[config.mk]
export PLATFORM = sky130hd
export DESIGN_NAME = scan_port_router
export DESIGN_NICKNAME = d
export VERILOG_FILES = /design/src/rtl/scan_port_pkg.sv /design/src/rtl/port_park_ctrl.sv /design/src/rtl/chain_route.sv /design/src/rtl/scan_port_router.sv
export SDC_FILE = /design/constraint.sdc
export NUM_CORES = 1
export LEC_CHECK = 0
export BUFFER_PORTS_ARGS = -buffer_cell sky130_fd_sc_hd__buf_2
export CORE_ASPECT_RATIO = 1.1
export CORE_MARGIN = 2
export CORE_UTILIZATION = 30
export DETAILED_ROUTE_END_ITERATION = 8
export MAX_ROUTING_LAYER = met4
export PLACE_DENSITY = 0.54
export SYNTH_ARGS = -nofsm -noshare
export SYNTH_HDL_FRONTEND = slang
export SYNTH_HIERARCHICAL = 1
export SYNTH_SLANG_ARGS = --single-unit
export TNS_END_PERCENT = 50
[constraint.sdc]
create_clock -name clk -period 1.6 [get_ports clk]
set_input_delay 0.32 -clock clk [delete_from_list [all_inputs] [get_ports clk]]
set_output_delay 0.32 -clock clk [all_outputs]
set_load 0.01 [all_outputs]
[src/rtl/scan_port_pkg.sv]
package scan_port_pkg;
  parameter int unsigned NUM_PORTS = 3;
  parameter int unsigned CODE_W    = 2;

  typedef enum logic [CODE_W-1:0] {
    ST_RESET = 2'd0,
    ST_IDLE  = 2'd1,
    ST_PDR   = 2'd2,
    ST_PIR   = 2'd3
  } stable_e;
endpackage

[src/rtl/port_park_ctrl.sv]
module port_park_ctrl
  import scan_port_pkg::*;
(
  input  logic              clk,
  input  logic              rst_n,
  input  logic              picked,
  input  logic              park_req,
  input  logic [CODE_W-1:0] park_code,
  input  logic              unpark_req,
  input  logic              bp_stable,
  input  logic [CODE_W-1:0] bp_state,
  input  logic              tms,
  output logic              parked,
  output logic              port_tms
);
  logic              parked_q, parked_d;
  logic              pend_q, pend_d;
  logic [CODE_W-1:0] code_q, code_d;
  logic              match, want, upd_en;

  assign match  = bp_stable && (bp_state == code_q);
  assign want   = pend_q || unpark_req;
  assign upd_en = park_req || parked_q;

  always_comb begin
    parked_d = parked_q;
    pend_d   = pend_q;
    code_d   = code_q;
    if (park_req && picked) begin
      parked_d = 1'b1;
      pend_d   = 1'b0;
      code_d   = park_code;
    end else if (parked_q) begin
      if (want && match) begin
        parked_d = 1'b0;
        pend_d   = 1'b0;
      end else begin
        pend_d = want;
      end
    end
  end

  always_ff @(posedge clk or negedge rst_n) begin
    if (!rst_n) begin
      parked_q <= 1'b0;
      pend_q   <= 1'b0;
      code_q   <= ST_RESET;
    end else if (upd_en) begin
      parked_q <= parked_d;
      pend_q   <= pend_d;
      code_q   <= code_d;
    end
  end

  assign parked   = parked_q;
  assign port_tms = parked_q ? (code_q == ST_RESET) : tms;

  AST_PARK_TAKES: assert property (@(posedge clk) disable iff (!rst_n)
    (park_req && picked) |=> parked) else $error("park");
  AST_UNPARK_MATCH: assert property (@(posedge clk) disable iff (!rst_n)
    $fell(parked_q) |-> ($past(bp_stable) && ($past(bp_state) == $past(code_q)))) else $error("unpark");
endmodule

[src/rtl/chain_route.sv]
module chain_route
  import scan_port_pkg::*;
(
  input  logic                 tdi,
  input  logic [NUM_PORTS-1:0] active,
  input  logic [NUM_PORTS-1:0] lp_ret,
  input  logic                 bypass_bit,
  output logic [NUM_PORTS-1:0] lp_tdi,
  output logic                 tdo_ret
);
  logic carry;

  always_comb begin
    carry = tdi;
    for (int i = 0; i < NUM_PORTS; i++) begin
      lp_tdi[i] = active[i] ? carry : 1'b1;
      if (active[i]) carry = lp_ret[i];
    end
    tdo_ret = (|active) ? carry : bypass_bit;
  end
endmodule

[src/rtl/scan_port_router.sv]
module scan_port_router
  import scan_port_pkg::*;
(
  input  logic       clk,
  input  logic       rst_n,
  input  logic       tdi,
  input  logic       tms,
  input  logic [2:0] sel_in,
  input  logic       sel_upd,
  input  logic       park_req,
  input  logic [1:0] park_code,
  input  logic       unpark_req,
  input  logic       bp_stable,
  input  logic [1:0] bp_state,
  input  logic       out_en,
  input  logic [2:0] lp_ret,
  output logic [2:0] lp_tdi,
  output logic [2:0] lp_tms,
  output logic [2:0] lp_tck,
  output logic [2:0] lp_drive,
  output logic       tdo_ret
);
  logic [NUM_PORTS-1:0] sel_q, sel_d;
  logic [NUM_PORTS-1:0] parked;
  logic [NUM_PORTS-1:0] active;
  logic                 byp_q;

  always_comb begin
    sel_d = sel_q;
    if (sel_upd) sel_d = sel_in;
  end

  always_ff @(posedge clk or negedge rst_n) begin
    if (!rst_n) sel_q <= '0;
    else if (sel_upd) sel_q <= sel_d;
  end

  always_ff @(posedge clk or negedge rst_n) begin
    if (!rst_n) byp_q <= 1'b0;
    else        byp_q <= tdi;
  end

  generate
    for (genvar g = 0; g < NUM_PORTS; g++) begin : g_port
      port_park_ctrl u_park (
        .clk        (clk),
        .rst_n      (rst_n),
        .picked     (sel_q[g]),
        .park_req   (park_req),
        .park_code  (park_code),
        .unpark_req (unpark_req),
        .bp_stable  (bp_stable),
        .bp_state   (bp_state),
        .tms        (tms),
        .parked     (parked[g]),
        .port_tms   (lp_tms[g])
      );
      assign lp_tck[g]   = clk;
      assign lp_drive[g] = out_en;
    end
  endgenerate

  assign active = sel_q & ~parked;

  chain_route u_route (
    .tdi        (tdi),
    .active     (active),
    .lp_ret     (lp_ret),
    .bypass_bit (byp_q),
    .lp_tdi     (lp_tdi),
    .tdo_ret    (tdo_ret)
  );

  AST_SEL_HOLD: assert property (@(posedge clk) disable iff (!rst_n)
    !sel_upd |=> $stable(sel_q)) else $error("sel");
  AST_BYPASS_DELAY: assert property (@(posedge clk) disable iff (!rst_n)
    (active == '0) |=> ((active != '0) || (tdo_ret == $past(tdi)))) else $error("bypass");
endmodule

==> results by group <==
Run status
  – Status: finished with violations
  – Failing checks: negative setup slack

Worst setup path
  – Critical Path End Type: output port
  – Crit start category: register
  – Reg2Reg Setup Slack: between 400 and 500 ps
  – Worst endpoint required time: between 1000 and 1500 ps
  – Maximum net fanout on the critical path: 4
  – RR Startpoint: sel_q[0]
  – Crit path arrival time: between 1000 and 1500 ps
  – R2R Path End: g_port[0].u_park/code_q[0]
  – R2R cell count: 3
  – Worst Path Class, Setup: register to output port

Drt
  – DRT Pass-1 Iters: 4
  – Via count: slightly above 700
  – DR DRC count: 0
  – Remaining antenna violation count after routing: 0
  – Routed WL: 2070 um
  – DR WL/cell: 14.3 um
  – Vias per inst: approximately 5
  – Detailed Route Iter0 Violations: 5

Synth
  – Cell Area, Synth: slightly below 900 um^2
  – Syn_area_per_cell: around 12 um^2
  – Seq cells post-synth: 16
  – Async set-reset flop share out of synthesis: between 90% and 100%
  – Ys Warns: 6
  – Register area share after synthesis: between 40 and 50%
  – Syn Nets: 94
  – Cells after synthesis: 75
  – Synth unique cells: 20
  – Post-synth top flop: dfrtp_1
  – Post-synth EDFFs: 0

Global routing
  – Initial antenna violation count: 0
  – Number of global-route vias before repair: around 770
  – First-pass GRT wire length: around 3500 um
  – Largest net degree at the start of global routing: 17
  – Grt ovf: 0
  – Total GRT Usage: about 15%

Power and ir drop
  – Int Pwr: 1.09 mW
  – Fraction of power spent switching nets: roughly 32%
  – Leak: 0.550 nW
  – P_sw: about 0.53 mW
  – Cell Pwr Density: around 1300 nW/um^2
  – Clock Power Share: around a third
  – Max VDD drop: 0.672 mV
  – Share of power burned in registers: between 30% and 40%
  – Logic pwr share: roughly 31%

Placement
  – RePlAce Congestion: 0.822
  – # port buffers: 27
  – Final HPWL DP: 1520 um
  – Worst slack, placed: ~150 ps

Timing
  – Slew Limit Headroom: 76.2%
  – Worst Tran Pin Value: roughly 360 ps
  – Setup-failing EPs final: 7
  – RSZ-0062 raised after global routing: true
  – Final WS setup: -194 ps
  – Fmax: approximately 560 MHz
  – Setup TNS Final: -947 ps
  – Fin crit share: 112%
  – Tmin final: 1790 ps
  – Final hold vios: 0
  – Layout Skew: 2.57 ps
  – Slew Limit Fails: 0

Cells and area
  – Multi-input gate area: 480 um^2
  – Layout Area Growth over Synthesis: 36.9%
  – Register area: around 400 um^2
  – Filler cells: 280
  – Layout cells sized above 1: between 50% and 60%
  – Layout Nets: around 130
  – Ant. Diodes: 0

Floorplan
  – Initial Util: between 30% and 40%
  – Total core area: approximately 2800 um^2
  – Io pins: 32
  – Die X: approximately 56 um
  – Die area: ~3400 um^2
  – FP Rows: 20
  – Die Ht: 60.8 um

Clocking
  – CTS tree: built
  – Post-CTS setup buffers: 0
  – Reg clk slew, reported paths: 90 ps
  – Worst skew pair latency: approximately 400 ps

Min path
  – WHS Endpoint: byp_q
  – Hold Path Class: primary input to register
  – Hold Path Origin: tdi
  – Hold path depth: 1

Flow run
  – Max-cap violations: 0
cells in the mapped netlist, types with 3 or more instances:
cell type | n | area (um^2)
a21oi_1 | 3 | 15.0
a221oi_2 | 3 | 45.0
a22o_1 | 3 | 26.3
and3_1 | 3 | 18.8
buf_4 | 6 | 45.0
dfrtp_1 | 16 | 400
mux2_2 | 12 | 135
nand2_1 | 4 | 15.0
nor2_1 | 3 | 11.3
nor2b_1 | 4 | 25.0
o2111ai_1 | 3 | 26.3
xnor2_1 | 6 | 52.6
cell usage in the layout (no fill, tap or decap), drive strengths merged:
master       netlist  final
or2b               1      1
buf                6     33
a22o               3      3
mux2i              1      1
dlygate4sd3        0      1
and3               3      3
nand2              4      4
and3b              1      1
mux2              12     12
inv                1      1
o2111ai            3      3
a31oi              1      1
a211oi             2      2
a21oi              3      3
xnor2              6      6
nand2b             1      1
clkbuf             0      9
nor2               3      3
nor3b              1      1
dfrtp             16     16
a221oi             3      3
nor2b              4      4
worst max-delay path by stage:
stage | startpoint | endpoint | slack (ps)
final | g_port[0].u_park/parked | lp_tdi[2] | -190
after global routing | g_port[0].u_park/parked | lp_tdi[2] | -270
after CTS | g_port[0].u_park/parked | lp_tdi[2] | -200
after detailed placement | sel_q[2] | tdo_ret | 150
after global placement | sel_q[0] | lp_tdi[2] | 170
after floorplan | sel_q[0] | tdo_ret | 180
repair_timing:
| action | 4_1_cts | 5_1_grt |
|---|---|---|
| endpoints found under the setup margin | 7 | 7 |
| hold endpoints to repair | 16 | 0 |
| resized for setup | 11 | 5 |
| pin swaps | 1 | 0 |
| hold buffers | 1 | 0 |
layer usage:
layer / global-route usage, % / wire length [um] / vias to the layer above
li1: - / - / 345
met1: 16.0 / 943 / 351
met2: 23.1 / 985 / 27
met3: 3.62 / 102 / 4
met4: 12.9 / 35 / 0
met5: - / 0 / -
registers in the layout, indices dropped and copies added (netlist names):
signal / count
g_port.u_park/parked: 3
g_port.u_park/pend_q: 3
g_port.u_park/code_q: 6
sel_q: 3
byp_q: 1
cells by family after synthesis:
family | after synthesis | share of synthesized area [%]
muxes | 13 | 16.5
xor gates and xnor gates | 6 | 5.97
DFF | 16 | 45.5
buffers and inverters | 7 | 5.54
and+or+nand+nor | 18 | 11.4
AOI/OAI and AO/OA | 15 | 15.2
layout make-up:
| class | count | area share, % |
|---|---|---|
| Multi-Input combinational cell | 52 | 39.8 |
| Sequential cell | 16 | 33.2 |
| Timing Repair Buffer | 31 | 16.2 |
| Clock buffer | 12 | 7.05 |
| Tap cell | 33 | 3.42 |
| Inverter | 1 | 0.311 |
worst max-delay path: stages, from the launching register on:
cell	delay, ps
dfrtp_1	420
nor2b_4	170
mux2i_2	240
a31oi_1	100
buf_2	150
metrics by stage:
stage          total power [mW]  hold slack [ps]  cells  util, %  area [um^2]
5_1_grt                    1.72             51.5    145     43.4         1210
3_3_place_gp               1.09              250    135     38.1         1060
6_report                   1.62             68.8    145     43.4         1210
2_1_floorplan             0.972             24.4     75        -          881
4_1_cts                    1.61             50.3    145     42.6         1180
3_5_place_dp               1.10              256    135     38.1         1060
power groups by stage:
stage                     Clock (mW)  Sequential [mW]  Combinational (mW)
after floorplan                0.154            0.563               0.255
after global routing           0.599            0.575               0.547
after global placement         0.113            0.551               0.425
after CTS                      0.571            0.558               0.480
final                          0.549            0.563               0.504
after detailed placement       0.113            0.555               0.431
No activity file was read; power rests on OpenSTA's default activity.
